**config.mk**
```make
export PLATFORM = sky130hd
export DESIGN_NAME = serial_mode_port
export DESIGN_NICKNAME = d
export VERILOG_FILES = /design/src/rtl/smp_pkg.sv /design/src/rtl/smp_sync.sv /design/src/rtl/smp_edge.sv /design/src/rtl/smp_shift.sv /design/src/rtl/smp_word_check.sv /design/src/rtl/serial_mode_port.sv
export SDC_FILE = /design/constraint.sdc
export NUM_CORES = 1
export LEC_CHECK = 0
export BUFFER_PORTS_ARGS = -buffer_cell sky130_fd_sc_hd__clkbuf_2
export CAP_MARGIN = 15
export CELL_PAD_IN_SITES_DETAIL_PLACEMENT = 1
export CELL_PAD_IN_SITES_GLOBAL_PLACEMENT = 1
export CORE_ASPECT_RATIO = 1.2
export CORE_MARGIN = 5
export CORE_UTILIZATION = 43
export CTS_BUF_LIST = sky130_fd_sc_hd__clkbuf_4 sky130_fd_sc_hd__clkbuf_8
export CTS_CLUSTER_SIZE = 14
export DETAILED_ROUTE_END_ITERATION = 6
export PLACE_DENSITY_LB_ADDON = 0.1
export SLEW_MARGIN = 20
export SYNTH_ARGS = -nofsm -noshare
export SYNTH_HDL_FRONTEND = slang
export SYNTH_SLANG_ARGS = --single-unit
```
**constraint.sdc**
```tcl
create_clock -name clk -period 1.65 [get_ports clk]
set_clock_uncertainty 0.15 [all_clocks]
set_input_delay 0.165 -clock clk [delete_from_list [all_inputs] [get_ports clk]]
set_output_delay 0.165 -clock clk [all_outputs]
set_load 0.02 [all_outputs]
```
**src/rtl/smp_pkg.sv**
```systemverilog
package smp_pkg;
    // index of each serial line inside the synchronised bundle
    localparam int LINE_LAT = 0;
    localparam int LINE_DAT = 1;
    localparam int LINE_CLK = 2;
    localparam int LINE_N   = 3;
    // idle levels: strobe high, clock and data low
    localparam logic [LINE_N-1:0] LINE_IDLE = 3'b001;
endpackage

```
**src/rtl/smp_sync.sv**
```systemverilog
module smp_sync #(
    parameter int              W       = 3,
    parameter int              STAGES  = 2,
    parameter logic [W-1:0]    RST_VAL = '0
) (
    input  logic         clk,
    input  logic         rst_n,
    input  logic [W-1:0] async_i,
    output logic [W-1:0] sync_o
);
    logic [W-1:0] stage_d [STAGES];
    logic [W-1:0] stage_q [STAGES];

    always_comb begin
        stage_d[0] = async_i;
        for (int i = 1; i < STAGES; i++) begin
            stage_d[i] = stage_q[i-1];
        end
    end

    always_ff @(posedge clk or negedge rst_n) begin
        if (!rst_n) begin
            for (int i = 0; i < STAGES; i++) stage_q[i] <= RST_VAL;
        end else begin
            for (int i = 0; i < STAGES; i++) stage_q[i] <= stage_d[i];
        end
    end

    assign sync_o = stage_q[STAGES-1];
endmodule

```
**src/rtl/smp_edge.sv**
```systemverilog
module smp_edge #(
    parameter int           W       = 3,
    parameter logic [W-1:0] RST_VAL = '0
) (
    input  logic         clk,
    input  logic         rst_n,
    input  logic [W-1:0] level_i,
    output logic [W-1:0] rise_o
);
    logic [W-1:0] prev_d, prev_q;

    always_comb begin
        prev_d = level_i;
    end

    always_ff @(posedge clk or negedge rst_n) begin
        if (!rst_n) prev_q <= RST_VAL;
        else        prev_q <= prev_d;
    end

    assign rise_o = level_i & ~prev_q;
endmodule

```
**src/rtl/smp_shift.sv**
```systemverilog
module smp_shift #(
    parameter int WORD_W = 16,
    localparam int CNT_W = $clog2(WORD_W + 2)
) (
    input  logic              clk,
    input  logic              rst_n,
    input  logic              bit_i,
    input  logic              shift_i,
    input  logic              clear_i,
    input  logic              lat_i,
    output logic [WORD_W-1:0] word_o,
    output logic [CNT_W-1:0]  count_o
);
    localparam logic [CNT_W-1:0] SAT = CNT_W'(WORD_W + 1);

    typedef struct packed {
        logic [WORD_W-1:0] word;
        logic [CNT_W-1:0]  cnt;
    } shift_t;

    shift_t s_d, s_q;

    always_comb begin
        s_d = s_q;
        if (clear_i) begin
            s_d.cnt = '0;
        end else if (shift_i) begin
            s_d.word = {s_q.word[WORD_W-2:0], bit_i};
            if (s_q.cnt != SAT) s_d.cnt = s_q.cnt + 1'b1;
        end
    end

    always_ff @(posedge clk or negedge rst_n) begin
        if (!rst_n) s_q <= '0;
        else        s_q <= s_d;
    end

    assign word_o  = s_q.word;
    assign count_o = s_q.cnt;


    cnt_sat_chk: assert property (@(posedge clk) disable iff (!rst_n)
        s_q.cnt <= SAT);


    lat_high_hold_chk: assert property (@(posedge clk) disable iff (!rst_n)
        lat_i |=> (s_q.cnt == '0 || $stable(s_q.cnt)));
endmodule

```
**src/rtl/smp_word_check.sv**
```systemverilog
module smp_word_check #(
    parameter int              HDR_W   = 6,
    parameter logic [HDR_W-1:0] HDR_VAL = 6'b011100,
    parameter int              RATE_W  = 3,
    parameter int              WORD_W  = 16,
    localparam int             CNT_W   = $clog2(WORD_W + 2)
) (
    input  logic [HDR_W-1:0]  hdr_i,
    input  logic              rsv_i,
    input  logic [RATE_W-1:0] rate_i,
    input  logic [CNT_W-1:0]  count_i,
    output logic              ok_o
);
    logic len_ok, hdr_ok, rate_ok;

    always_comb begin
        len_ok  = (count_i == CNT_W'(WORD_W));
        hdr_ok  = (hdr_i == HDR_VAL);
        rate_ok = (rate_i[1:0] != 2'b11);
        ok_o    = len_ok && hdr_ok && !rsv_i && rate_ok;
    end
endmodule

```
**src/rtl/serial_mode_port.sv**
```systemverilog
module serial_mode_port
    import smp_pkg::*;
#(
    parameter int               WORD_W      = 16,
    parameter int               HDR_W       = 6,
    parameter logic [HDR_W-1:0] HDR_VAL     = 6'b011100,
    parameter int               EN_W        = 6,
    parameter int               RATE_W      = 3,
    parameter int               RSV_POS     = 3,
    parameter int               SYNC_STAGES = 2,
    parameter logic [EN_W-1:0]  EN_RST      = '1,
    parameter logic [RATE_W-1:0] RATE_RST   = '0,
    localparam int              CNT_W       = $clog2(WORD_W + 2),
    localparam int              EN_LSB      = RSV_POS + 1
) (
    input  logic              clk,
    input  logic              rst_n,
    input  logic              ser_clk_i,
    input  logic              ser_dat_i,
    input  logic              ser_lat_i,
    output logic [EN_W-1:0]   out_en_o,
    output logic [RATE_W-1:0] rate_sel_o,
    output logic              commit_o,
    output logic              reject_o
);
    logic [LINE_N-1:0] raw_lines, sync_lines, rise_lines;
    logic              shift_go, load_go, word_ok;
    logic [WORD_W-1:0] word;
    logic [CNT_W-1:0]  count;

    assign raw_lines[LINE_LAT] = ser_lat_i;
    assign raw_lines[LINE_DAT] = ser_dat_i;
    assign raw_lines[LINE_CLK] = ser_clk_i;

    smp_sync #(.W(LINE_N), .STAGES(SYNC_STAGES), .RST_VAL(LINE_IDLE)) u_sync (
        .clk(clk), .rst_n(rst_n), .async_i(raw_lines), .sync_o(sync_lines));

    smp_edge #(.W(LINE_N), .RST_VAL(LINE_IDLE)) u_edge (
        .clk(clk), .rst_n(rst_n), .level_i(sync_lines), .rise_o(rise_lines));

    assign shift_go = rise_lines[LINE_CLK] & ~sync_lines[LINE_LAT];
    assign load_go  = rise_lines[LINE_LAT];

    smp_shift #(.WORD_W(WORD_W)) u_shift (
        .clk(clk), .rst_n(rst_n), .bit_i(sync_lines[LINE_DAT]),
        .shift_i(shift_go), .clear_i(load_go), .lat_i(sync_lines[LINE_LAT]),
        .word_o(word), .count_o(count));

    smp_word_check #(.HDR_W(HDR_W), .HDR_VAL(HDR_VAL), .RATE_W(RATE_W),
                     .WORD_W(WORD_W)) u_check (
        .hdr_i(word[WORD_W-1 -: HDR_W]), .rsv_i(word[RSV_POS]),
        .rate_i(word[RATE_W-1:0]), .count_i(count), .ok_o(word_ok));

    typedef struct packed {
        logic [EN_W-1:0]   en;
        logic [RATE_W-1:0] rate;
        logic              commit;
        logic              reject;
    } mode_t;

    mode_t m_d, m_q;

    always_comb begin
        m_d        = m_q;
        m_d.commit = 1'b0;
        m_d.reject = 1'b0;
        if (load_go) begin
            if (word_ok) begin
                m_d.en     = word[EN_LSB +: EN_W];
                m_d.rate   = word[RATE_W-1:0];
                m_d.commit = 1'b1;
            end else begin
                m_d.reject = 1'b1;
            end
        end
    end

    always_ff @(posedge clk or negedge rst_n) begin
        if (!rst_n) m_q <= '{en: EN_RST, rate: RATE_RST, commit: 1'b0, reject: 1'b0};
        else        m_q <= m_d;
    end

    assign out_en_o   = m_q.en;
    assign rate_sel_o = m_q.rate;
    assign commit_o   = m_q.commit;
    assign reject_o   = m_q.reject;


    pulse_excl_chk: assert property (@(posedge clk) disable iff (!rst_n)
        !(commit_o && reject_o));


    commit_single_chk: assert property (@(posedge clk) disable iff (!rst_n)
        commit_o |=> !commit_o);


    en_change_chk: assert property (@(posedge clk) disable iff (!rst_n)
        (out_en_o != $past(out_en_o) || rate_sel_o != $past(rate_sel_o)) |-> commit_o);


    rate_legal_chk: assert property (@(posedge clk) disable iff (!rst_n)
        commit_o |-> (rate_sel_o[1:0] != 2'b11));
endmodule

```
======== Word-level counts from Yosys, hierarchy flattened ========
Cells that the tools add are included.
storage, ports and cells
  bits in registers ....................... 41
  bits of input ports ..................... 5
  output and inout port bits .............. 11
  logic and storage cells ................. 34
cells by class
  add/subtract/negate cells ............... 1
  equal/unequal tests ..................... 4
  muxes and demuxes ....................... 6
  bitwise logic cells ..................... 5
  reduce and logical (&&, ||, !) cells .... 9
operator list
  kind                                                                    count
  5-bit 2-to-1 mux                                                        3
  6-bit by 5-bit equality test with 1-bit output (second input constant)  1
  2-bit AND reduction                                                     3
  5-bit by 1-bit adder with 5-bit output (second input constant)          1
  5-bit equality test (second input constant)                             1
  5-bit inequality test (second input constant)                           1
  2-bit nonzero test                                                      2
  3-bit bitwise AND                                                       1
  1-bit logical AND                                                       3
  3-bit inverter                                                          1
  1-bit 2-to-1 mux                                                        2
  2-bit 2-to-1 mux                                                        1
  2-bit inequality test (second input constant)                           1
  1-bit inverter                                                          2
  1-bit bitwise AND                                                       1
  1-bit logical NOT                                                       1

======== Depth between registers and ports, before layout ========
  word-level depth ........................ 6
  gate-level depth with buffers ........... 6
  gate-level depth less buffers ........... 6

======== Hierarchy ========
Synthesis repeated with hierarchy kept, for this count alone.
unflattened totals
  cells, all modules ...................... 102
  area total of the unflattened synthesis .. 1665.3 sq um
by module, submodules not included
  module            instances  cells an instance  area an instance (sq um)  sequential area each (sq um)
  smp_shift         1          61                 928.4                     525.5
  serial_mode_port  1          24                 414.1                     282.8
  smp_sync          1          6                  152.6                     152.6
  smp_edge          1          6                  117.6                     76.3
  smp_word_check    1          5                  52.6                      0.0

======== Worst setup path before layout ========
No wires, ideal clock.
  kind .................................... flip-flop to flip-flop
  from .................................... register u_shift.s_q, in the netlist u_shift.count_o[0]
  to ...................................... register m_q, in the netlist rate_sel_o[0]
  setup time .............................. 0.125 ns
  arrival time ............................ 1.507 ns
  data required time ...................... 1.375 ns
  path slack .............................. -0.132 ns
  cell stages (with the launch flop) ...... 7
  path buffers ............................ 0
  clock period less this slack ............ 1.782 ns
  cell sequence ........................... dfrtp_1 > inv_1 > ha_1 > nor4b_2 > nand4_2 > nor2_4 > mux2_2
on the way
  longest elaborated chain between the ends .. 5
ends and longest elaborated chain
  what                                  RTL line                source
  from (decl)                           smp_shift.sv:21         shift_t s_d, s_q;
  from (signal assigned)                smp_shift.sv:34         if (!rst_n) s_q <= '0;
  from (signal assigned)                smp_shift.sv:35         else s_q <= s_d;
  5-bit equality test                   smp_word_check.sv:17    len_ok = (count_i == CNT_W'(WORD_W));
  1-bit logical AND (3 in a row)        smp_word_check.sv:20    ok_o = len_ok && hdr_ok && !rsv_i && rate_ok;
  2-bit AND reduction (no source line)  -
  to (signal assigned)                  serial_mode_port.sv:79  if (!rst_n) m_q <= '{en: EN_RST, rate: RATE_RST, commit: 1'b0, reject: 1'b0};
  to (signal assigned)                  serial_mode_port.sv:80  else m_q <= m_d;
  to (decl)                             serial_mode_port.sv:61  mode_t m_d, m_q;
No other way between the ends.
A chain may end at the register's enable or synchronous reset.

======== Worst setup path in the final report ========
  from .................................... register u_shift.s_q, in the netlist u_shift.count_o[2]
  to ...................................... register m_q, in the netlist out_en_o[0]
Same word-level chain as after synthesis.

==> summary.txt <==
Run status
  – Outcome: complete, but fails checks
  – Failing checks: setup timing

Detailed routing
  – Via density: 5.087
  – DR WL/cell: 15.33 µm
  – # DRC: 0
  – DRT Pass-1 Iters: 2
  – Final wirelength: 2637 µm
  – Antenna Violating Nets Remaining: 0
  – Via count: roughly 900
  – Iter 0 DRT Violations: 24

Synth
  – YS warnings: 0
  – Post-synth top cells: 31 x dfrtp_1, 25 x mux2_2, 9 x dfstp_2
  – Syn_nets: ~100
  – Post-synth EDFFs: 0
  – Mapped Cells: 96
  – Seq/Total Area, Yosys: 0.6604
  – Count leader, synth: dfrtp_1
  – Mapped Avg Cell Area: between 15 and 20 µm²
  – Synth Flop Type: dfrtp_1
  – Async SR Flop Fraction: 1.000
  – Yosys top cell area share: 0.5061
  – Top cell type by total area after synthesis: dfrtp_1
  – Largest cells by area after synthesis: dfrtp_1 51%, mux2_2 18%, dfstp_2 15%
  – Cell variety after synth: 25
  – Seq cells post-synth: 40
  – Post-Synthesis Cell Area: 1533 µm²

Global routing
  – GRT Total Usage: 0.1278
  – Met3 Resource Use GR: 0.02950
  – Largest net degree at the start of global routing: 22
  – First-pass GRT wire length: between 4000 and 5000 µm
  – Initial antenna violation count: 0
  – Vias in the first global route: 982
  – Grt peak-use layer: met2
  – GRT met1 Usage: 0.1562
  – M2 GR Usage: 0.2190
  – Remaining global-route overflow: 0

Layout
  – # diodes: 0
  – Syn-to-layout area delta: 27.43%
  – Share of layout cells above drive strength 1: 0.5852
  – Core Util, Final: 0.5752
  – Non-Filler Instances: around 170
  – Post-layout net count: between 100 and 150

Die
  – Chip Height: about 75 µm
  – I/O pin count: 16
  – Die Area: a little under 5000 µm²
  – Rows: 23
  – Core area: between 3000 and 4000 µm²
  – Die width: 64.50 µm
  – Starting Density: 0.4514

Clocking
  – Clock latency on the worst-skew pair: roughly 0.27 ns
  – Root buffer cell: clkbuf_8
  – H-tree depth: 2
  – TritonCTS Sinks: 40
  – TritonCTS Buffers: 5
  – Worst-case clock buffer depth: 2
  – CTS tree: yes
  – CTS clk-pin slew, worst paths: roughly 0.070 ns

Power
  – Power Internal: roughly 1600 µW
  – Combinational share of power: 0.124
  – Leak pwr: between 0.0009 and 0.001 µW
  – Power Density: 1081 nW/µm²
  – Switching share of total power: 0.2254
  – Final total power: roughly 2100 µW
  – Worst IR Drop VDD: approximately 0.61 mV
  – Clock network fraction of design power: 0.315
  – Seq pwr share: 0.561
  – P_sw: ~480 µW

Timing
  – Slew HR: 0.6466
  – Final setup violation count: 10
  – Fin Hold WS: roughly 0.2 ns
  – Setup ws final: -0.1468 ns
  – Final Hold Violating Endpoints: 0
  – RSZ-0062 raised after global routing: true
  – Final max-slew violation count: 0
  – Crit share post-route: 1.089
  – Fmax: between 500 and 600 MHz
  – Actual transition at the worst max-transition pin: 0.5300 ns
  – Fin crit period: roughly 1.8 ns

Hold path
  – WHS Path Cells: 0
  – Type of the worst min-delay path: reg -> reg

Placed design
  – Inst Count DP: 158
  – Final HPWL DP: 1925 µm
  – Port bufs: 15
  – Routability cong.: approximately 0.69

Setup path
  – Startpoint Class: flip-flop
  – CP max-delay cell: dfrtp_1
  – Critical Path RT: between 1.5 and 2 ns
  – Crit path arrival time: about 1.9 ns
  – CP max FO: 10
  – Crit path cell chain: nor3b_2 > nand4_2 > nor2_4 > buf_12 > mux2_2
  – Largest stage delay, worst path: roughly 0.40 ns
  – Critical path class: reg -> reg
  – R2R cell count: 5
  – Crit. End Element: flip-flop

Run
  – Max cap viols: 0
-- state kept, by name, indices dropped and copies added (netlist names) --
name and count:
reject_o 1, out_en_o 6, u_shift.word_o 16, u_sync.stage_d 3
rate_sel_o 3, u_shift.count_o 5, u_edge.prev_q 2, commit_o 1
u_sync.sync_o 3
-- repair_timing --
action                                  in CTS  in global routing
buffers inserted                             1                  1
endpoints found under the hold margin       16                  0
hold buffers                                 4                  0
endpoints found under the setup margin       9                 12
gates resized for setup                      1                  1
-- critical path, delay by kind of cell, from the launching register on --
kind	cells	cell delay (ns)
buf+inv	1	0.14
flops	1	0.40
mux	1	0.33
simple gates	3	0.70
-- kinds of logic (layout without fill, tap and decap cells) --
kind of cell / Yosys count / count (layout) / share of synthesized area
multiplexers: 25 / 25 / 0.1837
XOR/XNOR: 3 / 3 / 0.01715
buffers and inverters: 4 / 43 / 0.01306
adder cells (fa/ha/maj): 3 / 3 / 0.02449
AO/OA/AOI/OAI: 4 / 4 / 0.02041
AND/OR/NAND/NOR: 17 / 17 / 0.08082
flip-flops: 40 / 40 / 0.6604
-- layout by cell type, fill, tap and decap left out, types with 2 or more instances in the layout --
cell type	Yosys	routed
mux2_2	25	22
mux2_4	0	3
ha_1	3	3
dlygate4sd3_1	0	4
nand2_1	3	3
nand4_1	2	2
buf_12	0	3
xor2_1	2	2
clkbuf_8	0	6
clkbuf_2	0	15
buf_4	1	11
dfstp_2	9	9
dfrtp_1	31	31
nor2_1	3	3
clkbuf_4	0	2
-- layer usage --
metal	wire, µm	share of wire	up-vias
li1	-	-	411
met4	19	0.0072	0
met1	1162	0.44	446
met3	80	0.030	2
met2	1374	0.52	16
met5	0	0	-
-- through the flow --
stage | setup TNS [ns] | instance area, µm² | setup WS, ns
after floorplan | -1.099 | 1553 | -0.1230
after global placement | -0.8422 | 1794 | -0.09862
after detailed placement | -1.349 | 1794 | -0.1614
after CTS | -1.615 | 1939 | -0.1840
after global routing | -2.287 | 1953 | -0.2395
final | -1.312 | 1953 | -0.1468
-- worst paths after layout --
kind	slack (ns)	endpoint	from
min in group asynchronous	0.25	u_shift.count_o[4]	rst_n
worst min register to register	0.20	u_sync.sync_o[2]	u_sync.stage_d[2]
max in group asynchronous	0.53	u_sync.stage_d[0]	rst_n
worst min-delay path	0.20	u_sync.sync_o[2]	u_sync.stage_d[2]
worst max-delay path	-0.15	out_en_o[0]	u_shift.count_o[2]
worst max register to register	-0.15	out_en_o[0]	u_shift.count_o[2]
-- layout make-up --
class                           instances  area (µm²)
Tap cell                               37       46.29
Timing Repair Buffer                   33       257.7
Sequential cell                        40        1012
Fill cell                             339        1443
Inverter                                2       7.507
Clock buffer                            8       97.59
Multi-Input combinational cell         52       531.8
-- power by group through the flow --
stage          clock [µW]  sequential, µW  combinational [µW]
4_1_cts               695            1190                 267
3_5_place_dp            0            1200                 258
2_1_floorplan           0            1180                 154
5_1_grt               747            1200                 293
6_report              664            1180                 263
3_3_place_gp            0            1190                 249
Power figures use the tool's default switching activity.
